File: config.mk
export PLATFORM = sky130hd
export DESIGN_NAME = pn_acquire
export DESIGN_NICKNAME = d
export VERILOG_FILES = /design/src/rtl/pn_acq_pkg.sv /design/src/rtl/pn_replica.sv /design/src/rtl/pn_integrator.sv /design/src/rtl/pn_search.sv /design/src/rtl/pn_acquire.sv
export SDC_FILE = /design/constraint.sdc
export NUM_CORES = 1
export LEC_CHECK = 0
export BUFFER_PORTS_ARGS = -buffer_cell sky130_fd_sc_hd__buf_2
export CAP_MARGIN = 20
export CORE_MARGIN = 2
export CORE_UTILIZATION = 40
export DETAILED_ROUTE_END_ITERATION = 8
export PLACE_DENSITY = 0.56
export SETUP_SLACK_MARGIN = 0.05
export SLEW_MARGIN = 25
export SYNTH_ARGS = -nofsm -noshare
export SYNTH_HDL_FRONTEND = slang
export SYNTH_SLANG_ARGS = --single-unit
File: constraint.sdc
create_clock -name clk -period 8.6 [get_ports clk]
set_input_delay 0.86 -clock clk [delete_from_list [all_inputs] [get_ports clk]]
set_output_delay 0.86 -clock clk [all_outputs]
set_load 0.005 [all_outputs]
File: src/rtl/pn_acq_pkg.sv
package pn_acq_pkg;

  typedef enum logic {
    SLIP_CHIP = 1'b0,
    SLIP_HALF = 1'b1
  } slip_mode_e;

  // slip size in samples (two samples per chip)
  function automatic logic [1:0] slip_samples(input slip_mode_e mode);
    return (mode == SLIP_HALF) ? 2'd1 : 2'd2;
  endfunction

endpackage

File: src/rtl/pn_replica.sv
module pn_replica #(
  parameter int          W    = 5,
  parameter logic [W-1:0] TAPS = 5'b00101
) (
  input  logic       clk,
  input  logic       rst_n,
  input  logic       clr,
  input  logic       adv_en,
  input  logic [1:0] adv_n,
  output logic       rep_chip
);

  localparam logic [W-1:0] SEED = {W{1'b1}};

  logic [W-1:0] st_q, st_d;
  logic         h_q, h_d;

  function automatic logic [W-1:0] lfsr_next(input logic [W-1:0] s);
    return {^(s & TAPS), s[W-1:1]};
  endfunction

  always_comb begin
    st_d = st_q;
    h_d  = h_q;
    if (clr) begin
      st_d = SEED;
      h_d  = 1'b0;
    end else if (adv_en) begin
      for (int i = 0; i < 3; i++) begin
        if (2'(i) < adv_n) begin
          if (h_d) st_d = lfsr_next(st_d);
          h_d = ~h_d;
        end
      end
    end
  end

  always_ff @(posedge clk or negedge rst_n) begin
    if (!rst_n) begin
      st_q <= SEED;
      h_q  <= 1'b0;
    end else begin
      st_q <= st_d;
      h_q  <= h_d;
    end
  end

  assign rep_chip = st_q[0];

endmodule

File: src/rtl/pn_integrator.sv
module pn_integrator #(
  parameter int PER   = 62,
  parameter int CNT_W = 6,
  parameter int ACC_W = 7
) (
  input  logic                    clk,
  input  logic                    rst_n,
  input  logic                    clr,
  input  logic                    smp_valid,
  input  logic                    prod_pos,
  output logic                    period_end,
  output logic signed [ACC_W-1:0] sum_now,
  output logic signed [ACC_W-1:0] corr_hold
);

  localparam logic [CNT_W-1:0] LAST = CNT_W'(PER - 1);

  logic [CNT_W-1:0]        cnt_q, cnt_d;
  logic signed [ACC_W-1:0] acc_q, acc_d;
  logic signed [ACC_W-1:0] hold_q, hold_d;

  assign sum_now    = prod_pos ? acc_q + ACC_W'(1) : acc_q - ACC_W'(1);
  assign period_end = smp_valid && !clr && (cnt_q == LAST);

  always_comb begin
    cnt_d  = cnt_q;
    acc_d  = acc_q;
    hold_d = hold_q;
    if (clr) begin
      cnt_d  = '0;
      acc_d  = '0;
      hold_d = '0;
    end else if (smp_valid) begin
      if (cnt_q == LAST) begin
        cnt_d  = '0;
        acc_d  = '0;
        hold_d = sum_now;
      end else begin
        cnt_d = cnt_q + CNT_W'(1);
        acc_d = sum_now;
      end
    end
  end

  always_ff @(posedge clk or negedge rst_n) begin
    if (!rst_n) begin
      cnt_q  <= '0;
      acc_q  <= '0;
      hold_q <= '0;
    end else begin
      cnt_q  <= cnt_d;
      acc_q  <= acc_d;
      hold_q <= hold_d;
    end
  end

  assign corr_hold = hold_q;

endmodule

File: src/rtl/pn_search.sv
module pn_search
  import pn_acq_pkg::*;
#(
  parameter int PER   = 62,
  parameter int OFF_W = 6,
  parameter int ACC_W = 7
) (
  input  logic                    clk,
  input  logic                    rst_n,
  input  logic                    clr,
  input  logic                    smp_valid,
  input  logic                    period_end,
  input  logic signed [ACC_W-1:0] sum_now,
  input  logic signed [ACC_W-1:0] threshold,
  input  logic                    half_step,
  output logic                    locked,
  output logic [OFF_W-1:0]        phase_off,
  output logic [1:0]              adv_n
);

  logic             lock_q, lock_d;
  logic [OFF_W-1:0] off_q, off_d;
  logic [1:0]       step;
  logic             miss;
  logic [OFF_W:0]   off_sum;

  assign step    = slip_samples(slip_mode_e'(half_step));
  assign miss    = period_end && !lock_q && (sum_now < threshold);
  assign off_sum = {1'b0, off_q} + (OFF_W + 1)'(step);

  always_comb begin
    if (!smp_valid || clr) adv_n = 2'd0;
    else if (miss)         adv_n = 2'd1 + step;
    else                   adv_n = 2'd1;
  end

  always_comb begin
    off_d  = off_q;
    lock_d = lock_q;
    if (clr) begin
      off_d  = '0;
      lock_d = 1'b0;
    end else if (miss) begin
      if (off_sum >= (OFF_W + 1)'(PER)) off_d = OFF_W'(off_sum - (OFF_W + 1)'(PER));
      else                              off_d = off_sum[OFF_W-1:0];
    end else if (period_end && !lock_q) begin
      lock_d = 1'b1;
    end
  end

  always_ff @(posedge clk or negedge rst_n) begin
    if (!rst_n) begin
      off_q  <= '0;
      lock_q <= 1'b0;
    end else begin
      off_q  <= off_d;
      lock_q <= lock_d;
    end
  end

  assign locked    = lock_q;
  assign phase_off = off_q;

endmodule

File: src/rtl/pn_acquire.sv
module pn_acquire #(
  parameter int           LFSR_W = 5,
  parameter logic [LFSR_W-1:0] TAPS = 5'b00101,
  localparam int          N      = (1 << LFSR_W) - 1,
  localparam int          PER    = 2 * N,
  localparam int          CNT_W  = $clog2(PER),
  localparam int          OFF_W  = $clog2(PER),
  localparam int          ACC_W  = $clog2(PER + 1) + 1
) (
  input  logic                    clk,
  input  logic                    rst_n,
  input  logic                    clr,
  input  logic                    smp_valid,
  input  logic                    smp_chip,
  input  logic                    half_step,
  input  logic signed [ACC_W-1:0] threshold,
  output logic signed [ACC_W-1:0] corr_hold,
  output logic                    locked,
  output logic [OFF_W-1:0]        phase_off
);

  logic                    rep_chip;
  logic [1:0]              adv_n;
  logic                    period_end;
  logic signed [ACC_W-1:0] sum_now;

  pn_replica #(.W(LFSR_W), .TAPS(TAPS)) u_replica (
    .clk      (clk),
    .rst_n    (rst_n),
    .clr      (clr),
    .adv_en   (smp_valid),
    .adv_n    (adv_n),
    .rep_chip (rep_chip)
  );

  pn_integrator #(.PER(PER), .CNT_W(CNT_W), .ACC_W(ACC_W)) u_integ (
    .clk        (clk),
    .rst_n      (rst_n),
    .clr        (clr),
    .smp_valid  (smp_valid),
    .prod_pos   (smp_chip ~^ rep_chip),
    .period_end (period_end),
    .sum_now    (sum_now),
    .corr_hold  (corr_hold)
  );

  pn_search #(.PER(PER), .OFF_W(OFF_W), .ACC_W(ACC_W)) u_search (
    .clk        (clk),
    .rst_n      (rst_n),
    .clr        (clr),
    .smp_valid  (smp_valid),
    .period_end (period_end),
    .sum_now    (sum_now),
    .threshold  (threshold),
    .half_step  (half_step),
    .locked     (locked),
    .phase_off  (phase_off),
    .adv_n      (adv_n)
  );

endmodule

* Yosys cells after proc, flatten, opt, wreduce, memory -nomap -nowiden
Index checks and enable logic that the tools add are counted.
W data, S select, Z words.
** Cells by class
- Multiply operators :: 0
- Reduce and logical (&&, ||, !) cells :: 17
- Divide/modulo/power cells :: 0
- Bitwise gates (word level) :: 4
- Shift operators :: 0
- Add/subtract/negate cells :: 6
- Multiplexer cells :: 40
- Order comparisons :: 5
- Equal/unequal tests :: 2
** Operators by type and width (count)
- $mux W5 :: 12
- $mux W7 :: 7
- $mux W6 :: 6
- $reduce_xor A5 Y1 :: 3
- $mux W1 :: 12
- $reduce_bool A2 Y1 :: 4
- $add A6 B2 Y7 :: 1
- $add A7 B2 Y7 const B :: 1
- $ge A7 B6 Y1 const B :: 1
- $lt A7 B7 Y1 :: 1
- $sub A7 B2 Y7 const B :: 1
- $add A6 B1 Y6 const B :: 1
- $eq A6 B6 Y1 const B :: 1
- $mux W2 :: 3
- $sub A6 B6 Y6 const B :: 1
- $logic_and A1 B1 Y1 :: 4
- $lt A1 B2 Y1 const A :: 2
- $reduce_and A2 Y1 :: 2
- $logic_not A1 Y1 :: 3
- $not A1 Y1 :: 3
- $add A1 B2 Y2 const A :: 1
- $lt A2 B2 Y1 const A :: 1
- $ne A2 B2 Y1 const B :: 1
- $logic_or A1 B1 Y1 :: 1
- $xnor A1 B1 Y1 :: 1
** Word-level totals
- Latch bits :: 0
- Flip-flop bits (word level) :: 33
- Logic and storage cells :: 81
- Bits in read-only memories :: 0
- Memories :: 0
- Output and inout bits :: 14
- Bits in writable memories :: 0

* Depth between registers and ports, before layout
- Word-level depth :: 21
- Depth in mapped cells :: 15

* Hierarchy
From an unflattened synthesis, not the netlist that was laid out.
** Second synthesis, totals
- Cell total of the unflattened synthesis :: 245
- Area, all modules :: 2238.4 sq um
** Modules (own cells, without submodules)
- pn_integrator :: seq. area each 500.5 sq um, cells an instance 104, times used 1, area each 1076.0 sq um
- pn_search :: seq. area each 175.2 sq um, cells an instance 99, times used 1, area each 772.0 sq um
- pn_replica :: seq. area each 156.4 sq um, cells an instance 41, times used 1, area each 381.6 sq um
- pn_acquire :: seq. area each 0.0 sq um, cells an instance 1, times used 1, area each 8.8 sq um

* Least setup slack after synthesis
Ideal clock, no wire load.
- Kind :: in2reg
- Start point :: input smp_chip
- End point :: register u_replica.st_q[0]
- Library setup time :: 81 ps
- Data arrival time :: 4506 ps
- Path buffers :: 0
- Required time :: 8519 ps
- Stages on the path :: 14
- Slack :: 4013 ps
- Cells stage by stage :: xnor2_1 > xnor2_1 > ha_1 > or4_1 > o21ai_0 > a2bb2oi_1 > xnor2_1 > ha_1 > nand2b_1 > or4_4 > a2111oi_4 > a21o_4 > mux2_4 > o221a_1
** Between the ends
- Longest elaborated chain between the ends :: 18
- Elaborated cells on any way between the ends :: 27
** RTL lines
- from (decl) :: RTL line pn_acquire.sv:14 : input logic smp_chip,
- $xnor A1 B1 Y1 * :: RTL line pn_acquire.sv:41 : .prod_pos (smp_chip ~^ rep_chip),
- $mux W7 * :: RTL line pn_integrator.sv:22 : assign sum_now = prod_pos ? acc_q + ACC_W'(1) : acc_q - ACC_W'(1);
- $lt A7 B7 Y1 * :: RTL line pn_search.sv:28 : assign miss = period_end && !lock_q && (sum_now < threshold);
- $logic_and A1 B1 Y1 * :: RTL line pn_search.sv:28
- $mux W2 * :: RTL line pn_search.sv:33 : else if (miss) adv_n = 2'd1 + step;
- $mux W2 * :: RTL line pn_search.sv:32 : if (!smp_valid || clr) adv_n = 2'd0;
- $lt A1 B2 Y1 :: RTL line pn_replica.sv:30 : if (2'(i) < adv_n) begin
- $mux W5 or $mux W1 (tied branches) :: RTL line pn_replica.sv:30
- (+2 left out)
- $mux W5 or $not A1 Y1 (tied branches) :: RTL line pn_replica.sv:31, pn_replica.sv:32
- $mux W5 or $mux W1 (tied branches) :: RTL line pn_replica.sv:30
- $mux W5 or $mux W1 (tied branches) :: RTL line pn_replica.sv:28 : end else if (adv_en) begin
- $mux W5 or $mux W1 (tied branches) :: RTL line pn_replica.sv:25 : if (clr) begin
- $mux W5 :: RTL line pn_replica.sv:31 : if (h_d) st_d = lfsr_next(st_d);
- $mux W5 * :: RTL line pn_replica.sv:30
- $mux W5 * :: RTL line pn_replica.sv:28
- $mux W5 * :: RTL line pn_replica.sv:25
- to (signal assigned) :: RTL line pn_replica.sv:43 : st_q <= st_d;
- to (decl) :: RTL line pn_replica.sv:15 : logic [W-1:0] st_q, st_d;
Mark *: on every way between the ends. The rest lies on a longest branch, timed or not. The select of a mux whose other input is x is not followed.
A chain may end at the register's enable or synchronous reset.

* Worst setup path after layout
- Start point :: input smp_chip
- End point :: register u_replica.h_q
** Between the ends
- Longest elaborated chain between the ends :: 18
- Elaborated cells on any way between the ends :: 20
** RTL lines
- $xnor A1 B1 Y1 * :: RTL line pn_acquire.sv:41
- $mux W7 * :: RTL line pn_integrator.sv:22
- $lt A7 B7 Y1 * :: RTL line pn_search.sv:28
- $logic_and A1 B1 Y1 * :: RTL line pn_search.sv:28
- $mux W2 * :: RTL line pn_search.sv:33
- $mux W2 * :: RTL line pn_search.sv:32
- $lt A1 B2 Y1 :: RTL line pn_replica.sv:30
- $mux W1 :: RTL line pn_replica.sv:30
- (+2 left out)
- $not A1 Y1 :: RTL line pn_replica.sv:32 : h_d = ~h_d;
- $mux W1 :: RTL line pn_replica.sv:30
- $mux W1 :: RTL line pn_replica.sv:28
- $mux W1 :: RTL line pn_replica.sv:25
- $not A1 Y1 :: RTL line pn_replica.sv:32
- $mux W1 * :: RTL line pn_replica.sv:30
- $mux W1 * :: RTL line pn_replica.sv:28
- $mux W1 * :: RTL line pn_replica.sv:25
- to (signal assigned) :: RTL line pn_replica.sv:41 : h_q <= 1'b0;
- to (signal assigned) :: RTL line pn_replica.sv:44 : h_q <= h_d;
- to (decl) :: RTL line pn_replica.sv:16 : logic h_q, h_d;
Marks and branches as above.

==> metrics.log <==
[metrics] run status: finished clean
[metrics] first-pass GRT wire length: 9.85 mm
[metrics] total DRC errors in the routed layout: 0
[metrics] number of cells upsized or downsized after cts: 0
[metrics] total buffers and inverters traversed by the critical path: 1
[metrics] classification of the worst setup path: in2reg
[metrics] Setup Fix Bufs, Post-CTS: 0
[metrics] post-synthesis cell type count: 66
[metrics] cell types occupying the most area after synthesis: dfrtp_1, ha_1, dfstp_2
[metrics] mean cell area of the mapped netlist: 8.93 µm²
[metrics] synthesized flop and latch total: 33
[metrics] number of vias in the routed layout: 2085
[metrics] WL final: 5.83 mm
[metrics] Root Driver: clkbuf_8
[metrics] largest net degree at the start of global routing: 34
[metrics] Async S/R FF share, synth: 100%
[metrics] remaining max-slew budget at the tightest pin: 49.8%
[metrics] initial antenna violation count: 0
[metrics] netlist area before placement: 0.00247 mm²
[metrics] Yosys warning count: 0
[metrics] setup repair after global routing missed its margin: false
[metrics] leading area contributor after synthesis: dfrtp_1
[metrics] proportion of netlist area held by the largest area contributor: 28.3%
[metrics] cell occurring most often along the worst timing path: xnor2_1
[metrics] clock network power share: 36.8%
[metrics] Required @ worst endpoint: 8.79 ns
[metrics] antenna diode count: 0
[metrics] nets@finish: 327
[metrics] # setup viols final: 0
[metrics] critical path endpoint category: flop
[metrics] count of pins on the block boundary: 27
[metrics] Final Hold Slack: 0.487 ns
[metrics] vertical die dimension: 82.7 µm
[metrics] largest delay contributor family on the critical path: simple AND/OR/NAND/NOR gates
[metrics] Lkg Pwr: 1.23 nW
[metrics] cell area power density: 150 mW/mm²
[metrics] Flop pwr share: 40.7%
[metrics] worst setup margin: 3.84 ns
[metrics] Net Switching: 0.131 mW
[metrics] maximum clock rate: 210 MHz
[metrics] estimated wirelength of the detail-placed design: 4.33 mm
[metrics] maximum cell stage delay along the critical path: 0.60 ns
[metrics] vias in the first global route: 1990
[metrics] sum of negative setup slack: 0 ns
[metrics] Post-CTS Hold Buffers: 0
[metrics] overflow left after global routing: 0
[metrics] Pre-Repair DR Iteration Count: 4
[metrics] layout overhead on the synthesized area: 12.0%
[metrics] Final GP Congestion: 0.875
[metrics] share of layout cells above drive strength 1: 19.9%
[metrics] post-detailed-route count of antenna-violating nets: 0
[metrics] top fanout value on the critical path: 10
[metrics] Max VDD drop: 70.5 µV
[metrics] Post-Syn Nets: 304
[metrics] Worst Hold Class: reg2reg
[metrics] number of buffers added on ports: 26
[metrics] final critical-path share of the clock period: 55.4%
[metrics] internal power: 0.284 mW
[metrics] clock tree sinks: 33
[metrics] Worst-Skew Late Latency: 0.30 ns
[metrics] max_cap viols: 0
[metrics] fraction of power spent switching nets: 31.5%
[metrics] starting density of the core: 41.6%
[metrics] critical path arrival: 4.95 ns
[metrics] standard-cell rows: 28
[metrics] most frequently used cell type in the post-synthesis netlist: dfrtp_1
[metrics] largest clock skew in the final design: 0.00693 ns
[metrics] cells after synthesis: 277
[metrics] Die Outline Area: 0.00683 mm²
[metrics] per-cell routed wire length: 15.5 µm
[metrics] width of the die: 82.7 µm
[metrics] overall fraction of global-route tracks in use: 19.1%
[metrics] DR iter-0 viols: 68
[metrics] proportion of power drawn by combinational gates: 22.5%
[metrics] number of enable flip-flop cells after synthesis: 0
[metrics] cell with the largest stage delay on the worst path: xnor2_1
[metrics] Via-to-Cell Ratio: 5.55
[metrics] chain of cells forming the critical path: buf_2 > xnor2_1 > xnor2_1 > ha_1 > or4_1 > o21ai_0 > a2bb2oi_1 > xnor2_1 > ha_1 > nand2_1 > o21bai_1 > nor3b_2 > nor2_1 > o21ai_1 > mux2_1
[metrics] Top FF cell, synth: dfrtp_1
[metrics] Max Root-Sink Buffers: 2
[metrics] commonest cells in the netlist: dfrtp_1, nand2_1, nor2_1
[metrics] final hold viol count: 0
[metrics] worst setup slack before clock tree synthesis: 3.55 ns
[metrics] pins over their slew limit: 0
[metrics] sequential element share of the synthesized area: 33.6%
[metrics] clock transition at the register clock pins on the worst setup and hold paths after CTS: 0.08 ns
[metrics] CTS tree: yes
[metrics] crit path time final: 4.76 ns
[metrics] clock buffer count from CTS: 5
[metrics] H-Tree Depth: 2
[metrics] Least-Margin Pin Slew: 0.747 ns
[metrics] core footprint: 0.00596 mm²
[metrics] crit path launch type: input pin
[final timing paths]
check	startpoint	endpoint	slack, ns	cells after the start
max	smp_chip	u_replica.h_q	3.84	15
min	u_integ.acc_q[5]	u_integ.acc_q[5]	0.49	2
max reg2reg	u_replica.st_q[0]	u_replica.h_q	4.09	14
min reg2reg	u_integ.acc_q[5]	u_integ.acc_q[5]	0.49	2
max in group asynchronous	rst_n	u_integ.acc_q[6]	7.50	1
min in group asynchronous	rst_n	u_integ.corr_hold[2]	0.62	1
[worst min-delay path: cells and delay by family, from the launching register on]
family,cells,cell delay (ns)
flip-flops,1,0.35
AND/OR/NAND/NOR,1,0.04
AO/OA/AOI/OAI,1,0.06
[power groups by stage]
| stage | clock, mW | combinational, mW | sequential [mW] |
|---|---|---|---|
| after global routing | 0.164 | 0.106 | 0.170 |
| after CTS | 0.156 | 0.0944 | 0.169 |
| final | 0.153 | 0.0934 | 0.169 |
| after global placement | 0 | 0.0934 | 0.171 |
| after floorplan | 0 | 0.0752 | 0.167 |
| after detailed placement | 0 | 0.0941 | 0.172 |
[per-layer routing]
metal  track usage, %  vias to the layer above  wire length [µm]
li1                 -                     1059                 -
met2             31.6                       42              2670
met4             5.90                        0                86
met5                0                        -                 0
met3             2.93                        5               225
met1             25.6                      979              2850
[layout by cell type, fill, tap and decap left out, drive strengths merged, types with 8 or more instances in the layout]
cell,n
o21ai,18
a21oi,20
mux2,8
dfrtp,28
buf,26
inv,16
xnor2,9
ha,13
a22o,10
nor2,22
nand3,10
nand2,27
[cells by family after synthesis]
group,share of synthesized area (%)
AOI/OAI and AO/OA,22.4
xor gates and xnor gates,5.31
muxes,5.41
buffers and inverters,4.30
DFF,33.6
and+or+nand+nor,21.6
adders and majority gates,7.38
[sequential cells by signal, indices dropped and copies added (netlist names)]
| register | flops |
|---|---|
| u_integ.acc_q | 7 |
| u_integ.corr_hold | 7 |
| u_integ.cnt_q | 6 |
| u_search.phase_off | 6 |
| u_replica.st_q | 5 |
| u_replica.h_q | 1 |
| u_search.locked | 1 |
[through the flow]
step,util (%),power (mW),area (µm²),std cells
finish,46.5,0.415,2770,376
global route,46.5,0.439,2770,376
CTS,46.5,0.419,2770,376
detailed placement,44.6,0.266,2660,368
global placement,44.6,0.265,2660,368
floorplan,-,0.242,2470,277
[final cells by class]
cell class | count | area, µm²
timing repair buffer | 26 | 130
clock buffer | 5 | 68.8
sequential | 33 | 832
fill | 609 | 3180
inverter | 17 | 63.8
multi-input combinational | 217 | 1540
tap | 75 | 93.8
clock inverter | 3 | 46.3
(Power assumes the default switching activity.)
